==> src/rtl/sertx_pkg.sv <==
package sertx_pkg;

  localparam int PRESCALE_SLOW = 64;
  localparam int PRESCALE_MID  = 16;
  localparam int PRESCALE_FAST = 4;
  localparam int MIN_FAST_DIV  = 2;
  localparam int SUB_W         = $clog2(PRESCALE_SLOW);

  typedef enum logic {
    ST_IDLE  = 1'b0,
    ST_SHIFT = 1'b1
  } txState_t;

  typedef struct packed {
    logic holdLoad;   // capture host byte into holding register
    logic loadShift;  // move holding register into shifter
    logic shiftBit;   // advance shifter by one bit
    logic endFrame;   // frame over, nothing pending: park line high
    logic flush;      // enable dropped: clear everything
  } txStrobes_t;

endpackage

==> src/rtl/sertx_baud.sv <==
module sertx_baud
  import sertx_pkg::*;
#(
  parameter int DIV_W    = 16,
  parameter int NARROW_W = 8
) (
  input  logic             clk,
  input  logic             rstN,
  input  logic             restart,
  input  logic             highSpeed,
  input  logic             wideDiv,
  input  logic [DIV_W-1:0] divisor,
  output logic             bitEnd
);

  logic [DIV_W-1:0] divNarrow;
  logic [DIV_W-1:0] divSel;
  logic [DIV_W-1:0] divEff;
  logic [DIV_W-1:0] clkCnt;
  logic [SUB_W-1:0] subCnt;
  logic [SUB_W-1:0] subLimit;
  logic             tick;

  generate
    if (DIV_W > NARROW_W) begin : g_pad
      assign divNarrow = {{(DIV_W-NARROW_W){1'b0}}, divisor[NARROW_W-1:0]};
    end else begin : g_same
      assign divNarrow = divisor;
    end
  endgenerate

  always_comb begin
    divSel = wideDiv ? divisor : divNarrow;
    if (highSpeed && wideDiv && (divSel < DIV_W'(MIN_FAST_DIV)))
      divEff = DIV_W'(MIN_FAST_DIV);
    else
      divEff = divSel;
  end

  always_comb begin
    unique case ({highSpeed, wideDiv})
      2'b00:   subLimit = SUB_W'(PRESCALE_SLOW - 1);
      2'b11:   subLimit = SUB_W'(PRESCALE_FAST - 1);
      default: subLimit = SUB_W'(PRESCALE_MID - 1);
    endcase
  end

  assign tick   = (clkCnt >= divEff);
  assign bitEnd = tick && (subCnt >= subLimit);

  always_ff @(posedge clk) begin
    if (!rstN || restart) begin
      clkCnt <= '0;
      subCnt <= '0;
    end else if (tick) begin
      clkCnt <= '0;
      subCnt <= (subCnt >= subLimit) ? '0 : subCnt + 1'b1;
    end else begin
      clkCnt <= clkCnt + 1'b1;
    end
  end

endmodule

==> src/rtl/sertx_ctrl.sv <==
module sertx_ctrl
  import sertx_pkg::*;
#(
  parameter int ERR_W = 8
) (
  input  logic             clk,
  input  logic             rstN,
  input  logic             txEnable,
  input  logic             wrStrobe,
  input  logic             bitEnd,
  input  logic             lastBit,
  output txStrobes_t       strb,
  output logic             restart,
  output logic             bufEmpty,
  output logic             shiftEmpty,
  output logic [ERR_W-1:0] wrErrCount
);

  localparam logic [ERR_W-1:0] ERR_MAX = '1;

  txState_t   state;
  logic       holdValid;
  logic       wrAccD;
  logic       bufEmptyQ;
  logic [ERR_W-1:0] errCnt;

  logic wrAccept;
  logic wrReject;
  logic frameDone;
  logic xfer;

  always_comb begin
    wrAccept  = txEnable && wrStrobe && !holdValid;
    wrReject  = txEnable && wrStrobe && holdValid;
    frameDone = (state == ST_SHIFT) && bitEnd && lastBit;
    xfer      = txEnable && holdValid && ((state == ST_IDLE) || frameDone);

    strb.holdLoad  = wrAccept;
    strb.loadShift = xfer;
    strb.shiftBit  = txEnable && (state == ST_SHIFT) && bitEnd && !lastBit;
    strb.endFrame  = txEnable && frameDone && !xfer;
    strb.flush     = !txEnable;
  end

  assign restart = xfer || (state == ST_IDLE);

  always_ff @(posedge clk) begin
    if (!rstN || !txEnable) begin
      state     <= ST_IDLE;
      holdValid <= 1'b0;
      wrAccD    <= 1'b0;
      bufEmptyQ <= 1'b1;
    end else begin
      wrAccD <= wrAccept;
      if (xfer)
        state <= ST_SHIFT;
      else if (frameDone)
        state <= ST_IDLE;
      if (wrAccept)
        holdValid <= 1'b1;
      else if (xfer)
        holdValid <= 1'b0;
      if (xfer)
        bufEmptyQ <= 1'b1;
      else if (wrAccD)
        bufEmptyQ <= 1'b0;
    end
  end

  always_ff @(posedge clk) begin
    if (!rstN)
      errCnt <= '0;
    else if (wrReject && (errCnt != ERR_MAX))
      errCnt <= errCnt + 1'b1;
  end

  assign bufEmpty   = bufEmptyQ;
  assign shiftEmpty = (state == ST_IDLE);
  assign wrErrCount = errCnt;

endmodule

==> src/rtl/sertx_dp.sv <==
module sertx_dp
  import sertx_pkg::*;
#(
  parameter int DATA_W = 8
) (
  input  logic              clk,
  input  logic              rstN,
  input  txStrobes_t        strb,
  input  logic              nineBitMode,
  input  logic [DATA_W-1:0] wrData,
  input  logic              wrNinth,
  output logic              txLine,
  output logic              lastBit
);

  localparam int FRAME_W = DATA_W + 3;
  localparam int CNT_W   = $clog2(FRAME_W);

  logic [DATA_W-1:0]  holdData;
  logic               holdNinth;
  logic [FRAME_W-1:0] shreg;
  logic [CNT_W-1:0]   bitsLeft;

  always_ff @(posedge clk) begin
    if (!rstN) begin
      holdData  <= '0;
      holdNinth <= 1'b0;
    end else if (strb.holdLoad) begin
      holdData  <= wrData;
      holdNinth <= wrNinth;
    end
  end

  always_ff @(posedge clk) begin
    if (!rstN || strb.flush || strb.endFrame) begin
      shreg    <= '1;
      bitsLeft <= '0;
    end else if (strb.loadShift) begin
      shreg    <= {1'b1, (nineBitMode ? holdNinth : 1'b1), holdData, 1'b0};
      bitsLeft <= nineBitMode ? CNT_W'(FRAME_W - 1) : CNT_W'(FRAME_W - 2);
    end else if (strb.shiftBit) begin
      shreg    <= {1'b1, shreg[FRAME_W-1:1]};
      bitsLeft <= bitsLeft - 1'b1;
    end
  end

  assign txLine  = shreg[0];
  assign lastBit = (bitsLeft == '0);

endmodule

==> src/rtl/sertx_top.sv <==
module sertx_top
  import sertx_pkg::*;
#(
  parameter int DATA_W = 8,
  parameter int DIV_W  = 16,
  parameter int ERR_W  = 8
) (
  input  logic              clk,
  input  logic              rstN,
  input  logic              txEnable,
  input  logic              nineBitMode,
  input  logic              highSpeed,
  input  logic              wideDiv,
  input  logic [DIV_W-1:0]  divisor,
  input  logic              irqEnable,
  input  logic              wrStrobe,
  input  logic [DATA_W-1:0] wrData,
  input  logic              wrNinth,
  output logic              txLine,
  output logic              bufEmpty,
  output logic              shiftEmpty,
  output logic              irqOut,
  output logic [ERR_W-1:0]  wrErrCount
);

  txStrobes_t strb;
  logic       bitEnd;
  logic       lastBit;
  logic       restart;

  sertx_baud #(.DIV_W(DIV_W), .NARROW_W(8)) u_baud (
    .clk(clk), .rstN(rstN), .restart(restart),
    .highSpeed(highSpeed), .wideDiv(wideDiv), .divisor(divisor),
    .bitEnd(bitEnd)
  );

  sertx_ctrl #(.ERR_W(ERR_W)) u_ctrl (
    .clk(clk), .rstN(rstN), .txEnable(txEnable), .wrStrobe(wrStrobe),
    .bitEnd(bitEnd), .lastBit(lastBit), .strb(strb), .restart(restart),
    .bufEmpty(bufEmpty), .shiftEmpty(shiftEmpty), .wrErrCount(wrErrCount)
  );

  sertx_dp #(.DATA_W(DATA_W)) u_dp (
    .clk(clk), .rstN(rstN), .strb(strb), .nineBitMode(nineBitMode),
    .wrData(wrData), .wrNinth(wrNinth), .txLine(txLine), .lastBit(lastBit)
  );

  assign irqOut = bufEmpty && irqEnable;

endmodule

==> config.mk <==
export PLATFORM = sky130hd
export DESIGN_NAME = sertx_top
export DESIGN_NICKNAME = d
export VERILOG_FILES = /design/src/rtl/sertx_pkg.sv /design/src/rtl/sertx_baud.sv /design/src/rtl/sertx_ctrl.sv /design/src/rtl/sertx_dp.sv /design/src/rtl/sertx_top.sv
export SDC_FILE = /design/constraint.sdc
export NUM_CORES = 1
export LEC_CHECK = 0
export ABC_AREA = 0
export ABC_CLOCK_PERIOD_IN_PS = 4000
export BUFFER_PORTS_ARGS = -buffer_cell sky130_fd_sc_hd__clkbuf_2
export CAP_MARGIN = 15
export CELL_PAD_IN_SITES_DETAIL_PLACEMENT = 1
export CELL_PAD_IN_SITES_GLOBAL_PLACEMENT = 1
export CORE_ASPECT_RATIO = 0.7
export CORE_MARGIN = 3
export CORE_UTILIZATION = 30
export DETAILED_ROUTE_END_ITERATION = 16
export GPL_ROUTABILITY_DRIVEN = 0
export PLACE_DENSITY_LB_ADDON = 0.1
export SYNTH_ARGS = -nofsm -noshare
export SYNTH_HDL_FRONTEND = slang
export SYNTH_SLANG_ARGS = --single-unit
export TNS_END_PERCENT = 20
==> constraint.sdc <==
create_clock -name clk -period 4 [get_ports clk]
set_input_delay 0.4 -clock clk [delete_from_list [all_inputs] [get_ports clk]]
set_output_delay 0.4 -clock clk [all_outputs]
set_load 0.01 [all_outputs]
==> flow_metrics.env <==
export IMPL_path_class="primary input to flop"
export IMPL_fmax_ghz=0.322
export IMPL_cp_common_cell="nor4_1"
export IMPL_hold_class="primary input to flop"
export IMPL_critPathMaxFanout=14
export IMPL_async_flop_share_pct=0
export IMPL_drt_first_pass_iters=4
export IMPL_cts_hold_buf=0
export IMPL_synth_flop_cell="dfxtp_1"
export IMPL_slew_limit_headroom_pct=53.7
export IMPL_grt_use_total_pct=13.7
export IMPL_syn_cell_area_um2=3000
export IMPL_worstPathRequired_ns=4.20
export IMPL_yosysUniqueCellTypes=43
export IMPL_grt_pass1_wl_um=12100
export IMPL_yosysMostFrequentCell="dfxtp_1"
export IMPL_reg2regPathDepth=9
export IMPL_worst_clock_skew_ns=0.00933
export IMPL_cp_cell_sequence="clkbuf_2 -> nor4_1 -> nand2_1 -> nor4_1 -> and3_1 -> nor2b_1 -> ha_1 -> nand2b_1 -> a2111o_1 -> a31oi_1 -> o21ai_2 -> a31oi_2 -> and2_1 -> a2bb2oi_1"
export IMPL_yosysTopAreaCell="dfxtp_1"
export IMPL_slew_violations=0
export IMPL_syn2layout_area_growth_pct=21.4
export IMPL_synth_commonest_cells="57 x dfxtp_1, 41 x nor2_1, 27 x nand2_1, 24 x ha_1, 20 x mux2i_1"
export IMPL_syn_area_per_cell_um2=9.18
export IMPL_setup_viol_count_final=0
export IMPL_ys_warn_count=0
export IMPL_pwr_share_clk_pct=54.4
export IMPL_clock_path_buffers=2
export IMPL_start_util_pct=31.9
export IMPL_drive_gt1_share_pct=20.5
export IMPL_cts_root_buf="clkbuf_16"
export IMPL_period_share_pct=77.7
export IMPL_core_um2=9400
export IMPL_p_sw_uw=307
export IMPL_placed_cell_area_um2=3320
export IMPL_cts_setup_buffers=0
export IMPL_crit_path_top_delay_cell="a2111o_1"
export IMPL_dieHeight_um=89.7
export IMPL_cp_start_kind="primary input"
export IMPL_antenna_found_initial=0
export IMPL_drc=0
export IMPL_ios=45
export IMPL_tightest_slew_ns=0.695
export IMPL_swShare_pct=21.2
export IMPL_post_drt_via_cell_ratio=4.73
export IMPL_combPwrFrac_pct=5.4
export IMPL_num_nets_final=432
export IMPL_peakVddDrop_mv=0.260
export IMPL_place_port_buffers=44
export IMPL_cp_arrival_ns=3.30
export IMPL_p_seq_share_pct=40.2
export IMPL_clkLatencyLatePin_ns=0.33
export IMPL_place_hpwl_um=5690
export IMPL_p_leak_nw=1.60
export IMPL_design_die_area_um2=11300
export IMPL_utilization_pct=38.7
export IMPL_grt_pass1_vias=2409
export IMPL_ys_seq_area_share_pct=38.0
export IMPL_synth_area_leaders="dfxtp_1 38%, ha_1 10%, mux2i_1 6.7%"
export IMPL_synth_seq_cells=57
export IMPL_antenna_cells=0
export IMPL_post_route_min_period_ns=3.11
export IMPL_instances_no_fill=504
export IMPL_min_from="wrData[4]"
export IMPL_intPower_mw=1.14
export IMPL_syn_num_nets=384
export IMPL_r2r_end="u_dp.shreg[2]"
export IMPL_cts_resized=0
export IMPL_min_to="u_dp.holdData[4]"
export IMPL_first_iter_violations=98
export IMPL_power_density_nw_per_um2=398
export IMPL_critical_path_max_stage_delay_ns=0.40
export IMPL_rsz0062_at_grt="no"
export IMPL_fp_row_count=29
export IMPL_cts_sinks=57
export IMPL_dp_cells=488
export IMPL_die_width_um=126
export IMPL_grt_max_degree=17
export IMPL_via_count=2386
export IMPL_synth_top_area_share_pct=38.0
export IMPL_startpoint="divisor[15]"
export IMPL_synthCells=327
export IMPL_finalHoldWorstSlack_ns=0.310
export IMPL_wl_per_cell_um=14.2
export IMPL_cts_max_level=3
export IMPL_cts_tree="yes"
export IMPL_end_kind="flop"
export IMPL_wl_um=7160
export IMPL_fin_setup_tns_ns=0
export IMPL_status="finished, final reports clean"
export IMPL_r2r_slack_ns=1.32
export IMPL_holdPathStages=3
export IMPL_grt_ovfl_total=0
export IMPL_synth_edff_count=0
export IMPL_r2r_start="u_baud.clkCnt[0]"
export IMPL_hold_viol_final=0
export IMPL_clk_pin_slew_worst_paths_ns=0.05
export IMPL_fin_area_um2=3640
export IMPL_postRouteAntennaNets=0
export IMPL_cts_inserted_buffers=9
export IMPL_drv_cap=0
==> sequential cells by signal (all words and copies together) (netlist names) <==
| name | cells |
|---|---|
| u_dp.shreg | 10 |
| u_baud.clkCnt | 16 |
| u_dp.holdNinth | 1 |
| u_ctrl.wrErrCount | 8 |
| u_ctrl.wrAccD | 1 |
| u_ctrl.bufEmpty | 1 |
| u_ctrl.state | 1 |
| u_ctrl.holdValid | 1 |
| u_dp.bitsLeft | 4 |
| u_baud.subCnt | 6 |
| u_dp.holdData | 8 |
==> logic make-up (layout without fill, tap and decap cells) <==
kind of cell	after synthesis	after routing	share of synthesized area, %
buffers and inverters	28	81	4.59
AO/OA/AOI/OAI	37	37	9.30
AND/OR/NAND/NOR	132	132	22.9
multiplexers	20	20	6.67
flip-flops	57	57	38.0
adder cells (fa/ha/maj)	24	24	10.0
XOR/XNOR	29	29	8.47
==> critical path: cells and delay by family <==
family                   cells  cell delay (ns)
buffers and inverters        1             0.09
AND/OR/NAND/NOR              7             1.31
AO/OA/AOI/OAI                5             1.23
adder cells (fa/ha/maj)      1             0.26
==> per-stage QoR <==
step	worst slack [ns]	power [mW]
CTS	0.856	1.48
global placement	0.649	0.673
floorplan	1.06	0.640
global route	0.532	1.52
finish	0.892	1.45
detailed placement	0.543	0.674
==> power by group through the flow <==
stage	clock network, mW	logic [mW]	registers [mW]
after global placement	0	0.0783	0.594
after detailed placement	0	0.0801	0.594
after floorplan	0	0.0471	0.593
after global routing	0.844	0.0895	0.583
final	0.789	0.0782	0.582
after CTS	0.814	0.0803	0.582
==> layer usage <==
layer	up-vias	track usage, %	wire length, µm
li1	1228	-	-
met1	1122	19.7	3910
met2	25	19.2	2880
met3	11	4.20	269
met4	0	5.02	99
met5	-	0	0
==> worst max path at each step <==
stage	to	slack [ns]	depth (start not counted)
finish	u_dp.shreg[2]	0.89	14
CTS	u_dp.shreg[3]	0.86	14
detailed placement	u_dp.shreg[3]	0.54	14
floorplan	u_dp.shreg[1]	1.06	14
global placement	u_dp.shreg[5]	0.65	14
global route	u_dp.shreg[2]	0.53	14
==> cell type report <==
| type | instances | area (µm²) |
|---|---|---|
| inverter | 19 | 71.3 |
| clock buffer | 12 | 267 |
| clock inverter | 4 | 50.0 |
| timing repair buffer | 46 | 235 |
| multi-input combinational | 242 | 1720 |
| sequential | 57 | 1140 |
| tap | 124 | 155 |
| fill | 1102 | 5760 |
==> cells in the final DEF (no fill, tap or decap), types with 10 or more instances in the layout <==
master and instances:
dfxtp_1 57, ha_1 24, clkbuf_2 44, mux2i_1 20, a21oi_1 10, xor2_1 13
nor2_1 41, inv_1 19, nand2_1 27, xnor2_1 16
Note: power is estimated with default switching activity, not from simulation.
